--- src/rtl/npc_pkg.sv ---
package npc_pkg;
  localparam int NUM_SRC  = 4;
  localparam int SRC_TRAP = 0;
  localparam int SRC_EXEC = 1;
  localparam int SRC_MEM  = 2;
  localparam int SRC_JMP  = 3;
endpackage

--- src/rtl/npc_prio_sel.sv ---
module npc_prio_sel #(
  parameter int N    = 4,
  parameter int PC_W = 64
) (
  input  logic            clk,
  input  logic            rst_n,
  input  logic [N-1:0]    src_vld,
  input  logic [N-1:0]    src_elig,
  input  logic [PC_W-1:0] src_pc [N],
  output logic [N-1:0]    src_rdy,
  output logic            sel_any,
  output logic [PC_W-1:0] sel_pc
);
  logic [N:0] blocked;
  assign blocked[0] = 1'b0;

  for (genvar i = 0; i < N; i++) begin : g_chain
    assign src_rdy[i]     = src_vld[i] & src_elig[i] & ~blocked[i];
    assign blocked[i + 1] = blocked[i] | src_vld[i];
  end

  always_comb begin
    sel_pc = '0;
    for (int i = 0; i < N; i++) begin
      if (src_rdy[i]) sel_pc = src_pc[i];
    end
  end
  assign sel_any = |src_rdy;

  a_r2_ready_onehot: assert property (@(posedge clk) disable iff (!rst_n)
    $onehot0(src_rdy));
  a_r2_top_wins: assert property (@(posedge clk) disable iff (!rst_n)
    src_vld[0] |-> src_rdy[0]);
endmodule

--- src/rtl/npc_fetch_ctl.sv ---
module npc_fetch_ctl #(
  parameter int              PC_W     = 64,
  parameter logic [PC_W-1:0] RESET_PC = '0
) (
  input  logic            clk,
  input  logic            rst_n,
  input  logic            redir,
  input  logic [PC_W-1:0] redir_pc,
  input  logic            rsp_valid,
  input  logic            rsp_rvc,
  input  logic            slot_busy_d,
  input  logic            fence_hold,
  output logic            req_valid,
  output logic [PC_W-1:0] req_pc,
  output logic            accept
);
  logic            req_q, req_d;
  logic            drop_q, drop_d;
  logic [PC_W-1:0] pc_q, pc_d, rpc_q;
  logic            take, discard, issue, pc_en, drop_en, rpc_en;

  always_comb begin
    take    = req_q & rsp_valid;
    discard = take & (drop_q | redir);
    accept  = take & ~discard;
    pc_en   = redir | accept;
    pc_d    = redir ? redir_pc : (pc_q + (rsp_rvc ? PC_W'(2) : PC_W'(4)));
    drop_en = take | (redir & req_q);
    drop_d  = ~take;
    issue   = ~req_q & ~slot_busy_d & ~fence_hold;
    req_d   = req_q ? ~rsp_valid : issue;
    rpc_en  = issue;
  end

  always_ff @(posedge clk or negedge rst_n) begin
    if (!rst_n) begin
      pc_q   <= RESET_PC;
      rpc_q  <= RESET_PC;
      req_q  <= 1'b0;
      drop_q <= 1'b0;
    end else begin
      req_q <= req_d;
      if (pc_en)   pc_q   <= pc_d;
      if (drop_en) drop_q <= drop_d;
      if (rpc_en)  rpc_q  <= pc_en ? pc_d : pc_q;
    end
  end

  assign req_valid = req_q;
  assign req_pc    = rpc_q;

  a_r4_req_hold: assert property (@(posedge clk) disable iff (!rst_n)
    (req_valid & ~rsp_valid) |=> (req_valid & $stable(req_pc)));
  a_r6_stale_dropped: assert property (@(posedge clk) disable iff (!rst_n)
    (req_valid & rsp_valid & redir) |-> ~accept);
endmodule

--- src/rtl/npc_out_slot.sv ---
module npc_out_slot #(
  parameter int PC_W    = 64,
  parameter int INST_W  = 32,
  parameter int CAUSE_W = 5
) (
  input  logic               clk,
  input  logic               rst_n,
  input  logic               load,
  input  logic [PC_W-1:0]    ld_pc,
  input  logic [INST_W-1:0]  ld_inst,
  input  logic               ld_excp,
  input  logic [CAUSE_W-1:0] ld_cause,
  input  logic               flush,
  input  logic               ready,
  output logic               busy_d,
  output logic               valid,
  output logic [PC_W-1:0]    pc,
  output logic [INST_W-1:0]  inst,
  output logic               excp,
  output logic [CAUSE_W-1:0] cause
);
  logic v_q, v_d;

  always_comb v_d = load | (v_q & ~(flush | ready));
  assign busy_d = v_d;

  always_ff @(posedge clk or negedge rst_n) begin
    if (!rst_n) begin
      v_q   <= 1'b0;
      pc    <= '0;
      inst  <= '0;
      excp  <= 1'b0;
      cause <= '0;
    end else begin
      v_q <= v_d;
      if (load) begin
        pc    <= ld_pc;
        inst  <= ld_excp ? '0 : ld_inst;
        excp  <= ld_excp;
        cause <= ld_excp ? ld_cause : '0;
      end
    end
  end
  assign valid = v_q;

  a_r8_out_hold: assert property (@(posedge clk) disable iff (!rst_n)
    (valid & ~ready & ~flush) |=> (valid & $stable(pc) & $stable(inst)));
  a_r9_flush_empties: assert property (@(posedge clk) disable iff (!rst_n)
    (flush & ~load) |=> ~valid);
  a_r7_excp_no_inst: assert property (@(posedge clk) disable iff (!rst_n)
    (valid & excp) |-> (inst == '0));
endmodule

--- src/rtl/npc_redirect_arb.sv ---
module npc_redirect_arb
  import npc_pkg::*;
#(
  parameter int               PC_W     = 64,
  parameter int               INST_W   = 32,
  parameter int               CAUSE_W  = 5,
  parameter logic [PC_W-1:0]  RESET_PC = 64'h0000_0000_8000_0000
) (
  input  logic               clk,
  input  logic               rst_n,
  input  logic               trap_valid,
  input  logic [PC_W-1:0]    trap_pc,
  output logic               trap_ready,
  input  logic               exec_valid,
  input  logic [PC_W-1:0]    exec_pc,
  output logic               exec_ready,
  input  logic               mem_valid,
  input  logic [PC_W-1:0]    mem_pc,
  input  logic               mem_fence,
  output logic               mem_ready,
  input  logic               ic_flush_done,
  input  logic               jmp_valid,
  input  logic [PC_W-1:0]    jmp_pc,
  output logic               jmp_ready,
  output logic               fetch_req_valid,
  output logic [PC_W-1:0]    fetch_req_pc,
  input  logic               fetch_rsp_valid,
  input  logic [INST_W-1:0]  fetch_rsp_inst,
  input  logic               fetch_rsp_rvc,
  input  logic               fetch_rsp_excp,
  input  logic [CAUSE_W-1:0] fetch_rsp_cause,
  output logic               dec_valid,
  input  logic               dec_ready,
  output logic [PC_W-1:0]    dec_pc,
  output logic [INST_W-1:0]  dec_inst,
  output logic               dec_excp,
  output logic [CAUSE_W-1:0] dec_cause
);
  logic [NUM_SRC-1:0] vld, elig, rdy;
  logic [PC_W-1:0]    pcs [NUM_SRC];
  logic               redir, accept, flush, fence_hold, slot_busy_d;
  logic [PC_W-1:0]    redir_pc;

  always_comb begin
    vld            = '0;
    vld[SRC_TRAP]  = trap_valid;
    vld[SRC_EXEC]  = exec_valid;
    vld[SRC_MEM]   = mem_valid;
    vld[SRC_JMP]   = jmp_valid;
    elig           = '1;
    elig[SRC_MEM]  = ~mem_fence | (ic_flush_done & ~fetch_req_valid);
    pcs[SRC_TRAP]  = trap_pc;
    pcs[SRC_EXEC]  = exec_pc;
    pcs[SRC_MEM]   = mem_pc;
    pcs[SRC_JMP]   = jmp_pc;
  end

  npc_prio_sel #(.N(NUM_SRC), .PC_W(PC_W)) u_sel (
    .clk(clk), .rst_n(rst_n), .src_vld(vld), .src_elig(elig), .src_pc(pcs),
    .src_rdy(rdy), .sel_any(redir), .sel_pc(redir_pc)
  );

  assign trap_ready = rdy[SRC_TRAP];
  assign exec_ready = rdy[SRC_EXEC];
  assign mem_ready  = rdy[SRC_MEM];
  assign jmp_ready  = rdy[SRC_JMP];
  assign flush      = rdy[SRC_TRAP] | rdy[SRC_EXEC] | rdy[SRC_MEM];
  assign fence_hold = mem_valid & mem_fence & ~rdy[SRC_MEM];

  npc_fetch_ctl #(.PC_W(PC_W), .RESET_PC(RESET_PC)) u_ctl (
    .clk(clk), .rst_n(rst_n), .redir(redir), .redir_pc(redir_pc),
    .rsp_valid(fetch_rsp_valid), .rsp_rvc(fetch_rsp_rvc),
    .slot_busy_d(slot_busy_d), .fence_hold(fence_hold),
    .req_valid(fetch_req_valid), .req_pc(fetch_req_pc), .accept(accept)
  );

  npc_out_slot #(.PC_W(PC_W), .INST_W(INST_W), .CAUSE_W(CAUSE_W)) u_slot (
    .clk(clk), .rst_n(rst_n), .load(accept), .ld_pc(fetch_req_pc),
    .ld_inst(fetch_rsp_inst), .ld_excp(fetch_rsp_excp), .ld_cause(fetch_rsp_cause),
    .flush(flush), .ready(dec_ready), .busy_d(slot_busy_d),
    .valid(dec_valid), .pc(dec_pc), .inst(dec_inst), .excp(dec_excp), .cause(dec_cause)
  );

  a_r5_fence_drained: assert property (@(posedge clk) disable iff (!rst_n)
    (mem_ready & mem_fence) |-> (~fetch_req_valid & ic_flush_done));
  a_r5_no_issue_on_fence: assert property (@(posedge clk) disable iff (!rst_n)
    (~fetch_req_valid & fence_hold) |=> ~fetch_req_valid);
endmodule

--- config.mk ---
export PLATFORM = sky130hd
export DESIGN_NAME = npc_redirect_arb
export DESIGN_NICKNAME = d
export VERILOG_FILES = /design/src/rtl/npc_pkg.sv /design/src/rtl/npc_prio_sel.sv /design/src/rtl/npc_fetch_ctl.sv /design/src/rtl/npc_out_slot.sv /design/src/rtl/npc_redirect_arb.sv
export SDC_FILE = /design/constraint.sdc
export NUM_CORES = 1
export LEC_CHECK = 0
export BUFFER_PORTS_ARGS = -buffer_cell sky130_fd_sc_hd__buf_2
export CAP_MARGIN = 40
export CORE_AREA = 4 4 210 212
export CTS_CLUSTER_DIAMETER = 200
export DETAILED_ROUTE_END_ITERATION = 12
export DIE_AREA = 0 0 214 216
export SYNTH_ARGS = -nofsm -noshare
export SYNTH_HDL_FRONTEND = slang
export SYNTH_SLANG_ARGS = --single-unit
--- constraint.sdc ---
create_clock -name clk -period 3.68 [get_ports clk]
set_input_delay 0.368 -clock clk [delete_from_list [all_inputs] [get_ports clk]]
set_output_delay 0.368 -clock clk [all_outputs]
set_load 0.01 [all_outputs]
### Word level (Yosys, flattened, before mapping)

Index checks and enable logic that the tools add are counted.

* bits in latches: 0
* bits of input ports: 305
* memories: 0
* flip-flop bits (word level): 233
* bits in writable memories: 0
* bits in read-only memories: 0

* bitwise operators: 36
* divide/modulo/power cells: 0
* reduce and logical (&&, ||, !) cells: 1
* equal/unequal tests: 0
* magnitude comparators: 0
* $add $sub $neg: 1
* shift-type cells: 0
* mux-type cells: 10
* multiply operators: 0

Operators by type and width (count)
* 64-bit two-way mux: 6
* 64-bit adder: 1
* 32-bit two-way mux: 1
* 1-bit bitwise AND: 14
* 1-bit inverter: 12
* 1-bit OR: 10
* 5-bit two-way mux: 1
* 4-bit OR reduction: 1
* 3-bit two-way mux: 1
* 1-bit two-way mux: 1

### Depth between registers and ports, before layout

* word-level depth: 15
* gate-level depth with buffers: 10

### By module

From an unflattened synthesis, not the netlist that was laid out.

* cell total of the unflattened synthesis: 1254
* area total of the unflattened synthesis: 12658.4 um^2

Modules (own cells, without submodules)
* npc_fetch_ctl: cells an instance 713, sequential area each 3255.6 um^2, area each 6612.6 um^2, times used 1
* npc_out_slot: cells an instance 301, sequential area each 2577.5 um^2, area each 4166.5 um^2, times used 1
* npc_prio_sel: cells an instance 234, sequential area each 0.0 um^2, area each 1853.0 um^2, times used 1
* npc_redirect_arb: cells an instance 6, sequential area each 0.0 um^2, area each 26.3 um^2, times used 1

### Worst setup path before layout

OpenSTA, ideal clock, no wires.

* path type: input-to-reg
* start: in fetch_rsp_rvc
* end: reg u_ctl.rpc_q[38], in the netlist u_ctl.req_pc[38]
* slack: 1040 ps
* arrival time: 2488 ps
* buffers on the path: 2
* data required time: 3528 ps
* cell stages on the path: 10
* library setup time: 152 ps
* cells stage by stage: inv_1 > ha_1 > a21oi_1 > or4_1 > clkbuf_1 > or4_1 > buf_2 > o21a_1 > o21ai_1 > a41oi_1

* cells in the longest elaborated chain, start to end: 4

RTL lines
* from (decl): RTL line npc_redirect_arb.sv:29 `input logic fetch_rsp_rvc,`
* 3-bit two-way mux: RTL line npc_fetch_ctl.sv:27 `pc_d = redir ? redir_pc : (pc_q + (rsp_rvc ? PC_W'(2) : PC_W'(4)));`
* 64-bit adder: RTL line npc_fetch_ctl.sv:27
* 64-bit two-way mux: RTL line npc_fetch_ctl.sv:27
* 64-bit two-way mux
* to (signal assigned): RTL line npc_fetch_ctl.sv:45 `if (rpc_en) rpc_q <= pc_en ? pc_d : pc_q;`
* to (decl): RTL line npc_fetch_ctl.sv:19 `logic [PC_W-1:0] pc_q, pc_d, rpc_q;`

Every way passes these cells.
A chain may end at the register's enable or synchronous reset.

### Final worst setup path

* start: reg u_ctl.pc_q[2]
* end: reg u_ctl.rpc_q[38], in the netlist u_ctl.req_pc[38]

* cells in the longest elaborated chain, start to end: 3

RTL lines
* from (decl): RTL line npc_fetch_ctl.sv:19
* from (signal assigned): RTL line npc_fetch_ctl.sv:43 `if (pc_en) pc_q <= pc_d;`
* 64-bit adder: RTL line npc_fetch_ctl.sv:27
* 64-bit two-way mux: RTL line npc_fetch_ctl.sv:27
* 64-bit two-way mux

Every way passes these cells.

==> results.toml <==
[run_status]
status = "complete, no violations"

[critical_path]
critPathRequiredTime_ps = 4040
criticalPathCategory = "reg -> reg"
worstPathMaxFanout = 6
crit_arrival_ps = 3290
start_kind = "flop"
end_kind = "flop"

[final_layout]
final_cell_area_um2 = 16290
final_common_cell = "buf_2"
nets = 2158
finish.utilization = 0.3883
layout_common_cells = "buf_2 (475), nand2_1 (364), dfrtp_1 (231)"
areaGrowthSynthToFinish_pct = 33.96
drive_gt1_frac = 0.3253

[floorplan]
die_x_um = 214
io_pins = 477
num_rows = 75
die_y_um = 216
core-area_um2 = 41950
die_area_um2 = 46220
initial_core_util = 0.2898

[detailed_routing]
vias = 13060
drt-pass1-iter-count = 7
drt-initial-drc-count = 1109
wire_per_inst_um = 23.23
wirelength_mm = 56.07
drc = 0
ant_nets = 0
viasPerCell = 5.410

[grt]
grt_pass1_vias = 13230
antenna_found_initial = 7
grt_overflow = 0
grt_usage = 0.2338
grt_first_pass_wirelength_mm = 84.16
grt_max_degree = 106

[sta]
max_freq_ghz = 0.3418
setup_tns_ps = 0
finClkSkew_ps = 24.38
slew_headroom = 0.3831
post-route-min-period_ps = 2926
rsz0062_at_grt = "no"
slew_violations = 0
whs_ps = 43.51
min_period_over_period = 0.7951
worst_pin_slew_ps = 925.3
setup_violations = 0
hold_viol = 0

[synth]
ys_seq_elements = 233
postSynthCellCount = 1393
async_reset_ff_frac = 1.000
synthDistinctLibCells = 73
ys.flop_type = "dfrtp_1"
synth-seq-area-share = 0.4798
synth_edf_count = 0
synth_warnings = 0
syn_area_um2 = 12160
syn_nets = 1701
syn_avg_cell_area_um2 = 8.728

[pwr]
swShare = 0.3636
p_int_w = 0.006386
p_leak_nw = 7.990
irDropWorstVdd_mv = 0.3017
p_switching_w = 0.003648
seqPwrFrac = 0.417
p_clk_frac = 0.284
power_density_nw_per_um2 = 616.1
combPwrFrac = 0.299
power_w = 0.01003

[place]
io_buffers = 476
dp_hpwl_mm = 43.29
place_area_um2 = 15340
globalplace.congestion = 0.9394

[hold_path]
hold_class = "in -> reg"

[clock_tree]
cts_setup_buffers = 0
cts_tree = "yes"
cts_buffers = 27
cts_root_buffer = "clkbuf_16"
clockBufferDepth = 3
clkTransAtPathRegs_ps = 60
cts_sinks = 233
htreeDepth = 1
clk_latency_ps = 550

[run]
max-cap-violations = 0
-- power groups by stage --
stage          combinational [W]  clock, W  sequential [W]
2_1_floorplan            0.00115         0         0.00432
3_3_place_gp             0.00298         0         0.00422
3_5_place_dp             0.00303         0         0.00423
4_1_cts                  0.00304   0.00291         0.00420
5_1_grt                  0.00330   0.00302         0.00431
6_report                 0.00300   0.00285         0.00419
-- critical path: stages, from the launching register on --
cell	delay, ps
dfrtp_1	410
ha_1	300
a21oi_1	110
or4_1	610
or4_1	740
o21a_1	250
o21ai_1	170
a41oi_1	140
-- repair_timing --
item                                   4_1_cts  5_1_grt
hold buffers                                 1        0
endpoints found under the hold margin      101        0
resized for setup                            0        0
-- Yosys cell counts, drive strengths merged, types with 3 or more instances --
master / number / area, um2
nand3b: 36 / 270.3
o211ai: 13 / 97.59
dfrtp: 231 / 5781
nand2: 365 / 1370
a31oi: 21 / 131.4
a221o: 7 / 70.07
and4: 4 / 35.03
or2: 7 / 43.79
a22oi: 16 / 120.1
o31ai: 10 / 75.07
or4: 6 / 45.04
nand3: 49 / 250.2
mux2i: 4 / 40.04
or3: 10 / 62.56
a41oi: 7 / 61.31
xor2: 4 / 35.03
nor4: 20 / 137.6
o31a: 3 / 26.28
nor3b: 4 / 30.03
a22o: 22 / 192.7
o221ai: 3 / 26.28
and2: 5 / 31.28
and3: 13 / 81.33
o22a: 4 / 35.03
a32oi: 3 / 26.28
xnor2: 12 / 105.1
clkbuf: 82 / 307.8
nor2: 63 / 236.5
a211oi: 6 / 45.04
a222oi: 11 / 110.1
o311ai: 7 / 61.31
o21a: 7 / 52.55
nor2b: 13 / 81.33
nand4: 30 / 187.7
o21ai: 70 / 350.3
o22ai: 10 / 62.56
a221oi: 33 / 289.0
a21oi: 56 / 280.3
nand2b: 6 / 37.54
a21o: 7 / 52.55
nor3: 25 / 130.1
inv: 24 / 90.09
buf: 17 / 75.08
mux2: 21 / 236.5
-- metal layers --
metal,part of all wire,vias to the layer above,track usage
li1,-,5965,-
met1,0.42,6382,0.3092
met4,0.030,0,0.07435
met5,0,-,0
met2,0.47,626,0.3912
met3,0.074,87,0.04233
-- final timing paths --
kind | from | end | slack (ps) | cells after the start
setup reg to reg | u_ctl.pc_q[2] | u_ctl.req_pc[38] | 750 | 7
max in group asynchronous | rst_n | u_ctl.req_pc[31] | 2200 | 3
hold reg to reg | u_slot.inst[11] | u_slot.inst[11] | 460 | 2
setup / recovery | u_ctl.pc_q[2] | u_ctl.req_pc[38] | 750 | 7
min in group asynchronous | rst_n | u_slot.pc[3] | 460 | 2
hold / removal | fetch_rsp_valid | u_ctl.drop_q | 40 | 2
-- flip-flops by register name, indices dropped and copies added, names as in the netlist --
register / cells
u_ctl.pc_q: 64
u_slot.pc: 64
u_ctl.drop_q: 1
u_slot.valid: 1
u_slot.cause: 5
u_ctl.req_pc: 64
u_ctl.req_valid: 1
u_slot.inst: 32
u_slot.excp: 1
-- per-stage QoR --
step                worst slack (ps)  cells
floorplan                       1040   1393
global route                   613.2   2413
global placement               678.9   2356
CTS                            755.5   2408
detailed placement             673.2   2359
finish                         753.9   2414
-- cell families after synthesis --
kind of cell | Yosys count | share of synthesized area
multiplexers | 25 | 0.02274
XOR/XNOR | 16 | 0.01153
flip-flops | 233 | 0.4798
buffers and inverters | 123 | 0.03890
adder cells (fa/ha/maj) | 3 | 0.003705
AO/OA/AOI/OAI | 332 | 0.1904
AND/OR/NAND/NOR | 661 | 0.2530
-- final cells by class --
type                       instances  area [um2]
fill                            4330       25660
multi-input combinational       1037        5924
sequential                       233        5833
timing repair buffer             527        2826
clock buffer                      38       767.0
tap                              539       674.4
clock inverter                    10       156.4
inverter                          24       90.09
antenna                            6       15.01
No activity file was read; power rests on OpenSTA's default activity.
